[src/rtl/pfx_pkg.sv]
// Shared types and byte classification for the prefix classifier stage.
// Assumes 64-bit mode, so 0x40-0x4F are always REX bytes.
package pfx_pkg;

    typedef enum logic [3:0] {
        PK_NONE, PK_VEC, PK_MASK, PK_REX, PK_ESC,
        PK_OPSZ, PK_ADSZ, PK_LOCK, PK_SEG, PK_REPNE, PK_REPE
    } pfx_kind_e;

    typedef struct packed {
        pfx_kind_e  kind;
        logic       slow;
        logic       term;
        logic [2:0] seg;
    } byte_cls_t;

    typedef struct packed {
        logic       vec;
        logic       mask;
        logic       esc;
        logic       opsz;
        logic       adsz;
        logic       lock;
        logic       rex_v;
        logic [3:0] rex;
        logic       seg_v;
        logic [2:0] seg;
        logic [1:0] rep;
    } lane_flags_t;

    localparam logic [1:0] REP_NE = 2'b01;
    localparam logic [1:0] REP_E  = 2'b10;

    // Map one byte to its prefix class.
    function automatic byte_cls_t classify(input logic [7:0] b);
        byte_cls_t c;
        c = '{kind: PK_NONE, slow: 1'b0, term: 1'b0, seg: 3'd0};
        case (b)
            8'h62:        begin c.kind = PK_VEC;  c.term = 1'b1; end
            8'hC4, 8'hC5: begin c.kind = PK_MASK; c.term = 1'b1; end
            8'h0F:        begin c.kind = PK_ESC;  c.term = 1'b1; end
            8'h66:        begin c.kind = PK_OPSZ; c.slow = 1'b1; end
            8'h67:        begin c.kind = PK_ADSZ; c.slow = 1'b1; end
            8'hF0:        begin c.kind = PK_LOCK; c.slow = 1'b1; end
            8'hF2:        begin c.kind = PK_REPNE; c.slow = 1'b1; end
            8'hF3:        begin c.kind = PK_REPE; c.slow = 1'b1; end
            8'h26:        begin c.kind = PK_SEG; c.slow = 1'b1; c.seg = 3'd0; end
            8'h2E:        begin c.kind = PK_SEG; c.slow = 1'b1; c.seg = 3'd1; end
            8'h36:        begin c.kind = PK_SEG; c.slow = 1'b1; c.seg = 3'd2; end
            8'h3E:        begin c.kind = PK_SEG; c.slow = 1'b1; c.seg = 3'd3; end
            8'h64:        begin c.kind = PK_SEG; c.slow = 1'b1; c.seg = 3'd4; end
            8'h65:        begin c.kind = PK_SEG; c.slow = 1'b1; c.seg = 3'd5; end
            default: begin
                if (b[7:4] == 4'h4) c.kind = PK_REX;
            end
        endcase
        return c;
    endfunction

endpackage

[src/rtl/pfx_byte_class.sv]
// Classifies a single instruction byte. Purely combinational, no state.
module pfx_byte_class
    import pfx_pkg::*;
(
    input  logic [7:0] byte_i,
    output byte_cls_t  cls_o
);

    // Drive the class from the shared table.
    always_comb cls_o = classify(byte_i);

endmodule

[src/rtl/pfx_lane_scan.sv]
// Scans one byte window from byte 0 and accumulates prefix flags.
// Stops at the first non-prefix byte or just after a terminating prefix.
// Assumes the window holds the start of one instruction at byte 0.
module pfx_lane_scan
    import pfx_pkg::*;
#(
    parameter int WIN   = 8,
    parameter int PTR_W = $clog2(WIN + 1)
) (
    input  logic [WIN*8-1:0]  win_i,
    output lane_flags_t       flags_o,
    output logic [PTR_W-1:0]  opc_ptr_o,
    output logic              slow_o
);

    byte_cls_t cls [WIN];

    genvar gk;
    generate
        for (gk = 0; gk < WIN; gk++) begin : g_byte
            pfx_byte_class u_cls (
                .byte_i (win_i[gk*8 +: 8]),
                .cls_o  (cls[gk])
            );
        end
    endgenerate

    // Priority walk over the classified bytes.
    always_comb begin
        logic done;
        flags_o   = '0;
        opc_ptr_o = PTR_W'(WIN);
        slow_o    = 1'b0;
        done      = 1'b0;
        for (int k = 0; k < WIN; k++) begin
            if (!done) begin
                if (cls[k].kind == PK_NONE) begin
                    done      = 1'b1;
                    opc_ptr_o = PTR_W'(k);
                end else begin
                    slow_o = slow_o | cls[k].slow;
                    case (cls[k].kind)
                        PK_VEC:   flags_o.vec  = 1'b1;
                        PK_MASK:  flags_o.mask = 1'b1;
                        PK_ESC:   flags_o.esc  = 1'b1;
                        PK_OPSZ:  flags_o.opsz = 1'b1;
                        PK_ADSZ:  flags_o.adsz = 1'b1;
                        PK_LOCK:  flags_o.lock = 1'b1;
                        PK_REPNE: flags_o.rep  = REP_NE;
                        PK_REPE:  flags_o.rep  = REP_E;
                        PK_REX: begin
                            flags_o.rex_v = 1'b1;
                            flags_o.rex   = win_i[k*8 +: 4];
                        end
                        PK_SEG: begin
                            flags_o.seg_v = 1'b1;
                            flags_o.seg   = cls[k].seg;
                        end
                        default: ;
                    endcase
                    if (cls[k].term) begin
                        done      = 1'b1;
                        opc_ptr_o = PTR_W'(k + 1);
                    end
                end
            end
        end
    end

endmodule

[src/rtl/pfx_penalty_ctl.sv]
// Owns the ready/valid timing of the stage. A cheap beat is reported on
// the next cycle. A beat with any slow prefix holds ready low for PEN_CYC
// cycles and is then reported. Assumes accept_i is only high with ready_o.
module pfx_penalty_ctl #(
    parameter int LANES   = 2,
    parameter int PEN_CYC = 2,
    parameter int CNT_W   = $clog2(PEN_CYC + 1)
) (
    input  logic             clk,
    input  logic             rst_n,
    input  logic             accept_i,
    input  logic             slow_i,
    input  logic [LANES-1:0] mask_i,
    output logic             ready_o,
    output logic [LANES-1:0] out_vld_o
);

    logic [CNT_W-1:0] cnt_q;
    logic [LANES-1:0] pend_q;

    // Ready is high whenever no penalty is running.
    always_comb ready_o = (cnt_q == '0);

    // Penalty countdown and the one-cycle output valid pulse.
    always_ff @(posedge clk) begin
        if (!rst_n) begin
            cnt_q     <= '0;
            pend_q    <= '0;
            out_vld_o <= '0;
        end else begin
            out_vld_o <= '0;
            if (cnt_q != '0) begin
                cnt_q <= cnt_q - 1'b1;
                if (cnt_q == CNT_W'(1)) out_vld_o <= pend_q;
            end else if (accept_i) begin
                if (slow_i) begin
                    cnt_q  <= CNT_W'(PEN_CYC);
                    pend_q <= mask_i;
                end else begin
                    out_vld_o <= mask_i;
                end
            end
        end
    end

endmodule

[src/rtl/pfx_decode_stage.sv]
// Top of the prefix classifier stage. It scans LANES byte windows in
// parallel, registers their flags when a beat is accepted, and applies a
// single shared penalty when any valid slot holds a slow prefix.
// Assumes the slot mask and bytes are stable while a beat is offered.
module pfx_decode_stage
    import pfx_pkg::*;
#(
    parameter int LANES   = 2,
    parameter int WIN     = 8,
    parameter int PEN_CYC = 2,
    parameter int PTR_W   = $clog2(WIN + 1)
) (
    input  logic                   clk,
    input  logic                   rst_n,
    input  logic [LANES-1:0]       in_slot_vld,
    input  logic [LANES*WIN*8-1:0] in_bytes,
    output logic                   in_ready,
    output logic [LANES-1:0]       out_slot_vld,
    output logic [LANES-1:0]       out_vec,
    output logic [LANES-1:0]       out_mask,
    output logic [LANES-1:0]       out_rex_vld,
    output logic [LANES*4-1:0]     out_rex_bits,
    output logic [LANES-1:0]       out_esc,
    output logic [LANES-1:0]       out_opsz,
    output logic [LANES-1:0]       out_adsz,
    output logic [LANES-1:0]       out_lock,
    output logic [LANES-1:0]       out_seg_vld,
    output logic [LANES*3-1:0]     out_seg,
    output logic [LANES*2-1:0]     out_rep,
    output logic [LANES*PTR_W-1:0] out_opc_ptr
);

    localparam int WIN_BITS = WIN * 8;

    logic             accept;
    logic [LANES-1:0] lane_slow;
    logic             slow_any;

    // A beat is taken when any slot is offered and the stage is free.
    always_comb accept = in_ready && (|in_slot_vld);

    // Only slots that are actually offered can charge the penalty.
    always_comb slow_any = |(lane_slow & in_slot_vld);

    genvar gl;
    generate
        for (gl = 0; gl < LANES; gl++) begin : g_lane
            lane_flags_t      flg_d, flg_q;
            logic [PTR_W-1:0] ptr_d, ptr_q;

            pfx_lane_scan #(.WIN(WIN), .PTR_W(PTR_W)) u_scan (
                .win_i     (in_bytes[gl*WIN_BITS +: WIN_BITS]),
                .flags_o   (flg_d),
                .opc_ptr_o (ptr_d),
                .slow_o    (lane_slow[gl])
            );

            // Latch this slot's scan result when the beat is accepted.
            always_ff @(posedge clk) begin
                if (!rst_n) begin
                    flg_q <= '0;
                    ptr_q <= '0;
                end else if (accept) begin
                    flg_q <= flg_d;
                    ptr_q <= ptr_d;
                end
            end

            // Spread the held fields onto this slot's lane of the buses.
            always_comb begin
                out_vec[gl]                 = flg_q.vec;
                out_mask[gl]                = flg_q.mask;
                out_rex_vld[gl]             = flg_q.rex_v;
                out_rex_bits[gl*4 +: 4]     = flg_q.rex;
                out_esc[gl]                 = flg_q.esc;
                out_opsz[gl]                = flg_q.opsz;
                out_adsz[gl]                = flg_q.adsz;
                out_lock[gl]                = flg_q.lock;
                out_seg_vld[gl]             = flg_q.seg_v;
                out_seg[gl*3 +: 3]          = flg_q.seg;
                out_rep[gl*2 +: 2]          = flg_q.rep;
                out_opc_ptr[gl*PTR_W +: PTR_W] = ptr_q;
            end
        end
    endgenerate

    pfx_penalty_ctl #(.LANES(LANES), .PEN_CYC(PEN_CYC)) u_pen (
        .clk       (clk),
        .rst_n     (rst_n),
        .accept_i  (accept),
        .slow_i    (slow_any),
        .mask_i    (in_slot_vld),
        .ready_o   (in_ready),
        .out_vld_o (out_slot_vld)
    );

endmodule

[config.mk]
export PLATFORM = sky130hd
export DESIGN_NAME = pfx_decode_stage
export DESIGN_NICKNAME = d
export VERILOG_FILES = /design/src/rtl/pfx_pkg.sv /design/src/rtl/pfx_byte_class.sv /design/src/rtl/pfx_lane_scan.sv /design/src/rtl/pfx_penalty_ctl.sv /design/src/rtl/pfx_decode_stage.sv
export SDC_FILE = /design/constraint.sdc
export NUM_CORES = 1
export LEC_CHECK = 0
export ABC_AREA = 1
export BUFFER_PORTS_ARGS = -buffer_cell sky130_fd_sc_hd__buf_2
export CORE_MARGIN = 2
export CORE_UTILIZATION = 42
export DETAILED_ROUTE_END_ITERATION = 6
export HOLD_SLACK_MARGIN = 0.03
export SYNTH_ARGS = -nofsm -noshare
export SYNTH_HDL_FRONTEND = slang
export SYNTH_HIERARCHICAL = 1
export SYNTH_SLANG_ARGS = --single-unit
[constraint.sdc]
create_clock -name clk -period 3.5 [get_ports clk]
set_input_delay 1.05 -clock clk [delete_from_list [all_inputs] [get_ports clk]]
set_output_delay 1.05 -clock clk [all_outputs]
set_load 0.02 [all_outputs]
# Word level (Yosys, flattened, before mapping)
# Index checks and enable logic that the tools add are counted.
[op_classes] eq_ne=417 bitwise=16 n_reduce_logical=89 addsub=1 muxes=377
[op_table] operator="equality test 8 x 7 -> 1 bit (second input constant)" count=80
[op_table] operator="equality test 8 bit (second input constant)" count=80
[op_table] operator="one-hot mux 4 bit (9 select lines)" count=16
[op_table] operator="equality test 8 x 6 -> 1 bit (second input constant)" count=64
[op_table] operator="2-to-1 mux 17 bit" count=30
[op_table] operator="equality test 4 x 3 -> 1 bit (second input constant)" count=80
[op_table] operator="2-to-1 mux 4 bit" count=62
[op_table] operator="one-hot mux 3 bit (5 select lines)" count=16
[op_table] operator="2-to-1 mux 1 bit" count=198
[op_table] operator="equality test 4 bit (second input constant)" count=48
[op_table] operator="OR reduction 11 bit" count=16
[op_table] operator="equality test 4 x 2 -> 1 bit (second input constant)" count=32
[op_table] operator="equality test 8 x 4 -> 1 bit (second input constant)" count=16
[op_table] operator="OR reduction 6 bit" count=16
[op_table] operator="2-to-1 mux 5 bit" count=16
[op_table] operator="equality test 4 x 1 -> 1 bit (second input constant)" count=16
[op_table] operator="zero test 4 bit" count=16
[op_table] operator="one-hot mux 2 bit (2 select lines)" count=16
[op_table] operator="OR reduction 4 bit" count=16
[op_table] operator="2-to-1 mux 2 bit" count=23
[op_table] operator="OR reduction 2 bit" count=18
[op_table] operator="OR 1 bit" count=14
[op_table] operator="nonzero test 2 bit" count=3
[op_table] operator="AND reduction 3 bit" count=1
[op_table] operator="7 further kinds" count=7
[word_totals] register_bits=48 in_bits=132 elab_cells=927 out_inout_bits=45

# Logic depth before layout (Yosys ltp)
# Gate-level depths: netlist (run 1).
[depth] depth_word=31 depth_mapped=30 depth_no_buf=30

# Hierarchy
# Netlist (run 1), hierarchy kept.
[by_module_without_submodules] mod="pfx_byte_class" area_per_inst_um2=291.5 cells_per_inst=67 seq_area_each_um2=0.0 instances=16
[by_module_without_submodules] mod="pfx_lane_scan" area_per_inst_um2=1930.6 cells_per_inst=411 seq_area_each_um2=0.0 instances=2
[by_module_without_submodules] mod="pfx_decode_stage" area_per_inst_um2=2069.5 cells_per_inst=277 seq_area_each_um2=840.8 instances=1
[by_module_without_submodules] mod="pfx_penalty_ctl" area_per_inst_um2=320.3 cells_per_inst=45 seq_area_each_um2=120.1 instances=1

# Worst setup path after synthesis (run 1)
# No wires, ideal clock.
[synth_timing] path_type="input to register" start="input port in_bytes[68]" end="register u_pen.cnt_q[1]" setup_time_ns=0.117 arrival_time_ns=3.536 n_path_buf=1 required_time_ns=3.383 path_stages=24 setup_slack_ns=-0.154 cell_sequence="inv_1 nand2_1 nor2_4 nand3_1 nand4_1 buf_2 nor2_1 nand2_2 inv_2 nor2_4 nand2_2 nor2_8 nand2_4 clkinv_2 nand2_4 nor3_4 inv_2 nor2_1 nand2_1 nand3_1 a22o_1 nand2_1 a21boi_0 nor2_1"
[synth_rtl] item="from (decl)" line_no="pfx_decode_stage.sv:16" text="input logic [LANES*WIN*8-1:0] in_bytes,"
[synth_rtl] item="to (signal assigned)" line_no="pfx_penalty_ctl.sv:33" text="cnt_q <= cnt_q - 1'b1;"
[synth_rtl] item="to (signal assigned)" line_no="pfx_penalty_ctl.sv:37" text="cnt_q <= CNT_W'(PEN_CYC);"
[synth_rtl] item="to (decl)" line_no="pfx_penalty_ctl.sv:18" text="logic [CNT_W-1:0] cnt_q;"

==> flow_summary.toml, run 1 <==
[clock_network]
cts_tree = "yes"
clock_path_buffers = 2
clkTransAtPathRegs_ps = 60
clk_latency_ps = 290
cts_buffers = 5
root_buffer = "clkbuf_16"
htree_levels = 2
cts.sinks = 48

[global_route]
grt_usage_pct = 27.61
grt_pass1_vias = 14209
grt_overflow = 0
grt_max_degree = 48
antenna_found_initial = 0
grt_pass1_wl_um = 62600

[place]
hpwl_um = 32630
io_buffers = 176
gp_congestion = 0.9627
numPlacedInstances = 3058
pre_cts_ws_ps = -456.0

[route]
first_iter_violations = 960
drcViolationCount = 0
vias_per_cell = 4.952
firstDrtPassIters = 5
wl_per_cell_um = 12.76
num_vias = 15301
routed_wl_um = 39420
ant_nets = 0

[floorplan]
rows = 58
io_pins = 177
dieArea_mm2 = 0.02726
die-height_um = 165.1
core_mm2 = 0.02533
initial_utilization_pct = 43.04
die_x_um = 165.1

[power]
powerDensity_mw_per_mm2 = 226.7
pwr-share-comb_pct = 63.9
peakVddDrop_v = 0.0003278
switchingPower_mw = 1.797
seqPwrFrac_pct = 22.8
swShare_pct = 48.93
cellLeakagePower_nw = 9.390
total_power_mw = 3.673
power_frac_clock_pct = 13.3
power.internal_mw = 1.876

[run_status]
status = "finished clean"

[layout]
final_util_pct = 63.95
syn_to_final_growth_pct = 48.59
fin_cells = 3090
n_fill_cell = 2456
nNetsFinal = 2895
drive_gt1_share_pct = 36.20
insertedDiodeCount = 0

[sta]
layout_min_cycle_time_ps = 3493
hold_violations = 0
slew_headroom_pct = 43.02
skew_ps = 3.174
max_clock_freq_ghz = 0.2863
report.final.slew_viol_count = 0
grt_setup_unrepaired = "true"
tightest_slew_ps = 854.8
setup_tns_ps = 0
post-route-period-util_pct = 99.81
worst_slack_ps = 6.733
setup_violations = 0

[worst_setup_path]
worstSetupEndpointType = "register"
start_kind = "input port"
crit_arrival_ps = 3680
critical_path_class = "in2reg"
path_max_fanout = 5
required_ps = 3690

[yosys]
syn_area_per_cell_um2 = 4.923
synth_warnings = 6
postSynthCellCount = 2214
syn_nets = 2350
syn_area_mm2 = 0.01090

[run]
drv_cap = 0

[worst_hold_path]
hp-class = "reg2reg"
[worst max-delay path: stages]
cell,delay (ps)
buf_6,100
clkinvlp_4,160
nor2_4,180
nand2_2,60
nor2_2,120
a21oi_1,60
nand3_2,120
nor2_4,60
a21oi_4,190
nand2_4,90
nor2_8,160
nand2_8,90
buf_12,150
nor2_8,140
inv_4,50
nor2_4,110
nand2_2,90
inv_2,100
nor2_1,50
nand2_1,70
nand3_2,90
nand2_2,70
nand2_1,50
inv_1,40
nand3_1,70
nand2_1,100
nor2_2,40
[per-layer routing]
layer / part of all wire (%) / vias up / GRT usage (%) / routed length [um]
met4: 3.4 / 0 / 8.577 / 1343
met2: 49 / 403 / 50.81 / 19410
li1: - / 8054 / - / -
met3: 4.3 / 86 / 2.073 / 1710
met5: 0 / - / 0 / 0
met1: 43 / 6758 / 34.06 / 16960
[power groups by stage]
| stage | combinational, mW | sequential (mW) | clock (mW) |
|---|---|---|---|
| floorplan | 1.38 | 1.02 | 0 |
| global placement | 2.17 | 0.850 | 0 |
| detailed placement | 2.20 | 0.847 | 0 |
| CTS | 2.22 | 0.838 | 0.492 |
| global route | 2.61 | 0.855 | 0.517 |
| finish | 2.35 | 0.837 | 0.488 |
[worst paths after layout]
check / start / endpoint / slack [ps] / depth (start not counted)
setup / recovery: in_bytes[82] / out_seg[4]$_SDFFE_PN0P_ / 7 / 27
setup reg to reg: u_pen/cnt_q[0]$_SDFFE_PN0P_ / out_adsz[0]$_SDFFE_PN0P_ / 1140 / 8
hold / removal: out_seg[5]$_SDFFE_PN0P_ / out_seg[5]$_SDFFE_PN0P_ / 480 / 2
hold reg to reg: out_seg[5]$_SDFFE_PN0P_ / out_seg[5]$_SDFFE_PN0P_ / 480 / 2
[flip-flops by register name, summed over array words and instances, names as in the netlist]
signal,flops
out_esc,2
out_seg_vld,2
out_vec,2
out_seg,6
u_pen/cnt_q,2
out_adsz,2
out_opsz,2
u_pen/pend_q,2
out_rep,4
u_pen/out_vld_o,2
out_rex_bits,8
out_rex_vld,2
out_lock,2
out_mask,2
g_lane.ptr_q,8
[cell usage in the layout, fill, tap and decap left out, types with 5 or more instances in the layout]
master / n
nor2_2: 134
nand2_2: 65
a21oi_2: 5
inv_1: 373
nor2_8: 5
o21ai_1: 12
a21boi_2: 17
o21ai_2: 6
a21oi_1: 31
a22oi_1: 5
buf_4: 381
nor3_1: 30
nand2_4: 9
nand4_1: 40
nand3_1: 232
clkbuf_16: 5
inv_2: 57
o2111ai_1: 5
nand2_1: 612
dfxtp_1: 48
buf_6: 11
nand3_4: 5
o21ai_0: 58
nor2_1: 241
nand3b_1: 14
o211ai_1: 30
buf_2: 163
nand3_2: 34
nor3_2: 13
a31oi_1: 12
nor2_4: 51
nor3_4: 5
[what timing repair did]
action                     4_1_cts  5_1_grt
pin swaps                       11       94
hold buffers                     0        0
setup buffers                    0       24
gates resized for setup         14      301
cloned                           0        0
setup endpoints to repair       16       45
[final cells by class]
class / count / area, um^2 / area share (%)
clock inverters: 1 / 7.507 / 0.04635
repair buffers: 558 / 3855 / 23.80
flip-flops and latches: 48 / 960.9 / 5.933
multi-input cells: 1707 / 9121 / 56.32
clock buffers: 7 / 142.6 / 0.8806
well taps: 330 / 412.9 / 2.549
inverters: 439 / 1697 / 10.48
[through the flow]
step / hold slack [ps] / area, um^2
2_1_floorplan: 458.7 / 11060
3_3_place_gp: 464.1 / 14900
3_5_place_dp: 469.3 / 14900
4_1_cts: 483.8 / 15090
5_1_grt: 503.0 / 16200
6_report: 480.5 / 16200
Power figures use the tool's default switching activity.
==> run 2, diff against run 1 <==
--- a/config.mk
+++ b/config.mk
@@ -10,6 +10,7 @@
 export CORE_MARGIN = 2
 export CORE_UTILIZATION = 42
 export DETAILED_ROUTE_END_ITERATION = 6
+export GPL_ROUTABILITY_DRIVEN = 0
 export HOLD_SLACK_MARGIN = 0.03
 export SYNTH_ARGS = -nofsm -noshare
 export SYNTH_HDL_FRONTEND = slang
==> constraint.sdc (replaced) <==
create_clock -name clk -period 4.35 [get_ports clk]
set_input_delay 1.305 -clock clk [delete_from_list [all_inputs] [get_ports clk]]
set_output_delay 1.305 -clock clk [all_outputs]
set_load 0.02 [all_outputs]
==> flow_summary.toml, run 2 (synthesis results as in run 1) <==
[run_status]
status = "finished clean"

[clock_network]
clock_path_buffers = 2
htree_levels = 2
cts_buffers = 5
root_buffer = "clkbuf_16"
clk_latency_ps = 290
cts_tree = "yes"
cts.sinks = 48
cts_setup_buffers = 0
clkTransAtPathRegs_ps = 70

[worst_setup_path]
critical_path_class = "in2reg"
path_max_fanout = 9
crit_arrival_ps = 4240
worstSetupEndpointType = "register"
required_ps = 4530
start_kind = "input port"

[sta]
hold_slack_ps = 486.9
hold_violations = 0
layout_min_cycle_time_ps = 4058
max_clock_freq_ghz = 0.2464
tightest_slew_ps = 911.8
worst_slack_ps = 291.7
skew_ps = 5.365
slew_headroom_pct = 39.21
grt_setup_unrepaired = "false"
setup_violations = 0
post-route-period-util_pct = 93.29
setup_tns_ps = 0
report.final.slew_viol_count = 0

[route]
vias_per_cell = 5.095
firstDrtPassIters = 5
num_vias = 14012
wl_per_cell_um = 12.68
drcViolationCount = 0
routed_wl_um = 34880
ant_nets = 0
first_iter_violations = 957

[global_route]
grt_overflow = 0
grt_pass1_vias = 12710
antenna_found_initial = 4
grt_usage_pct = 25.20
grt_max_degree = 48
grt_pass1_wl_um = 57170

[layout]
syn_to_final_growth_pct = 15.01
drive_gt1_share_pct = 17.25
nNetsFinal = 2552
layout_common_cells = "676 x nand2_1, 413 x inv_1, 305 x nor2_1"
fin_cells = 2750
final_common_cell = "nand2_1"

[worst_hold_path]
hp-class = "reg2reg"

[power]
powerDensity_mw_per_mm2 = 217.8
cellLeakagePower_nw = 7.575
peakVddDrop_v = 0.0002261
total_power_mw = 2.730

[place]
pre_cts_ws_ps = -4.840
hpwl_um = 29950
numPlacedInstances = 2739
io_buffers = 176

[floorplan]
rows = 58
die_x_um = 165.1
dieArea_mm2 = 0.02726
core_mm2 = 0.02533
io_pins = 177
die-height_um = 165.1
initial_utilization_pct = 43.04

[run]
drv_cap = 0
==> run 2: final cells by class <==
type | count | area [um^2]
multi-input cells | 1707 | 8142
clock inverters | 2 | 38.79
diodes | 3 | 7.507
repair buffers | 215 | 1186
well taps | 330 | 412.9
inverters | 439 | 1650
fillers | 2863 | 12790
flip-flops and latches | 48 | 960.9
clock buffers | 6 | 138.9
==> run 2: final timing paths <==
path | from | endpoint | slack (ps) | depth (start not counted)
worst max-delay path | in_bytes[9] | out_seg_vld[0]$_SDFFE_PN0P_ | 290 | 24
worst min-delay path | out_rep[3]$_SDFFE_PN0P_ | out_rep[3]$_SDFFE_PN0P_ | 490 | 2
worst max register to register | u_pen/cnt_q[0]$_SDFFE_PN0P_ | u_pen/cnt_q[1]$_SDFFE_PN0P_ | 1590 | 7
worst min register to register | out_rep[3]$_SDFFE_PN0P_ | out_rep[3]$_SDFFE_PN0P_ | 490 | 2
==> run 2: stage by stage <==
step           cell area [um^2]  utilization, %
2_1_floorplan             10900               -
3_3_place_gp              12350           48.75
3_5_place_dp              12350           48.75
4_1_cts                   12520           49.45
5_1_grt                   12530           49.49
6_report                  12540           49.50
==> run 2: report_power, final <==
| group | internal [mW] | total, mW | switching [mW] |
|---|---|---|---|
| clock | 0.288 | 0.455 | 0.167 |
| combinational | 0.535 | 1.60 | 1.06 |
| sequential | 0.579 | 0.676 | 0.0968 |
| total | 1.40 | 2.73 | 1.33 |
==> run 2: metal layers <==
metal,GRT usage [%],share of wire [%],vias to the layer above
met5,0,0.023,-
met3,1.998,5.1,85
met4,8.379,3.4,2
met2,44.72,47,425
li1,-,-,7350
met1,32.12,45,6150
==> run 2: critical path: stages <==
cell and delay [ps]:
buf_2 140, nand2_1 80, inv_1 60, nand2_1 90, inv_1 40, o21ai_0 150
nand3_1 150, nor2_1 220, nand2_1 130, nand2_1 120, nor2_4 50, nand2_2 100
nor2_8 60, nand2_4 140, clkinv_2 110, nand2_4 120, inv_2 90, nand3_1 240
o2111ai_1 220, or2_2 350, inv_1 60, nand3_1 80, nand2_1 90, nor2_2 40
==> run 2: what timing repair did <==
item	in CTS	in global routing
setup endpoints to repair	0	2
gates resized for setup	0	2
hold buffers	0	0
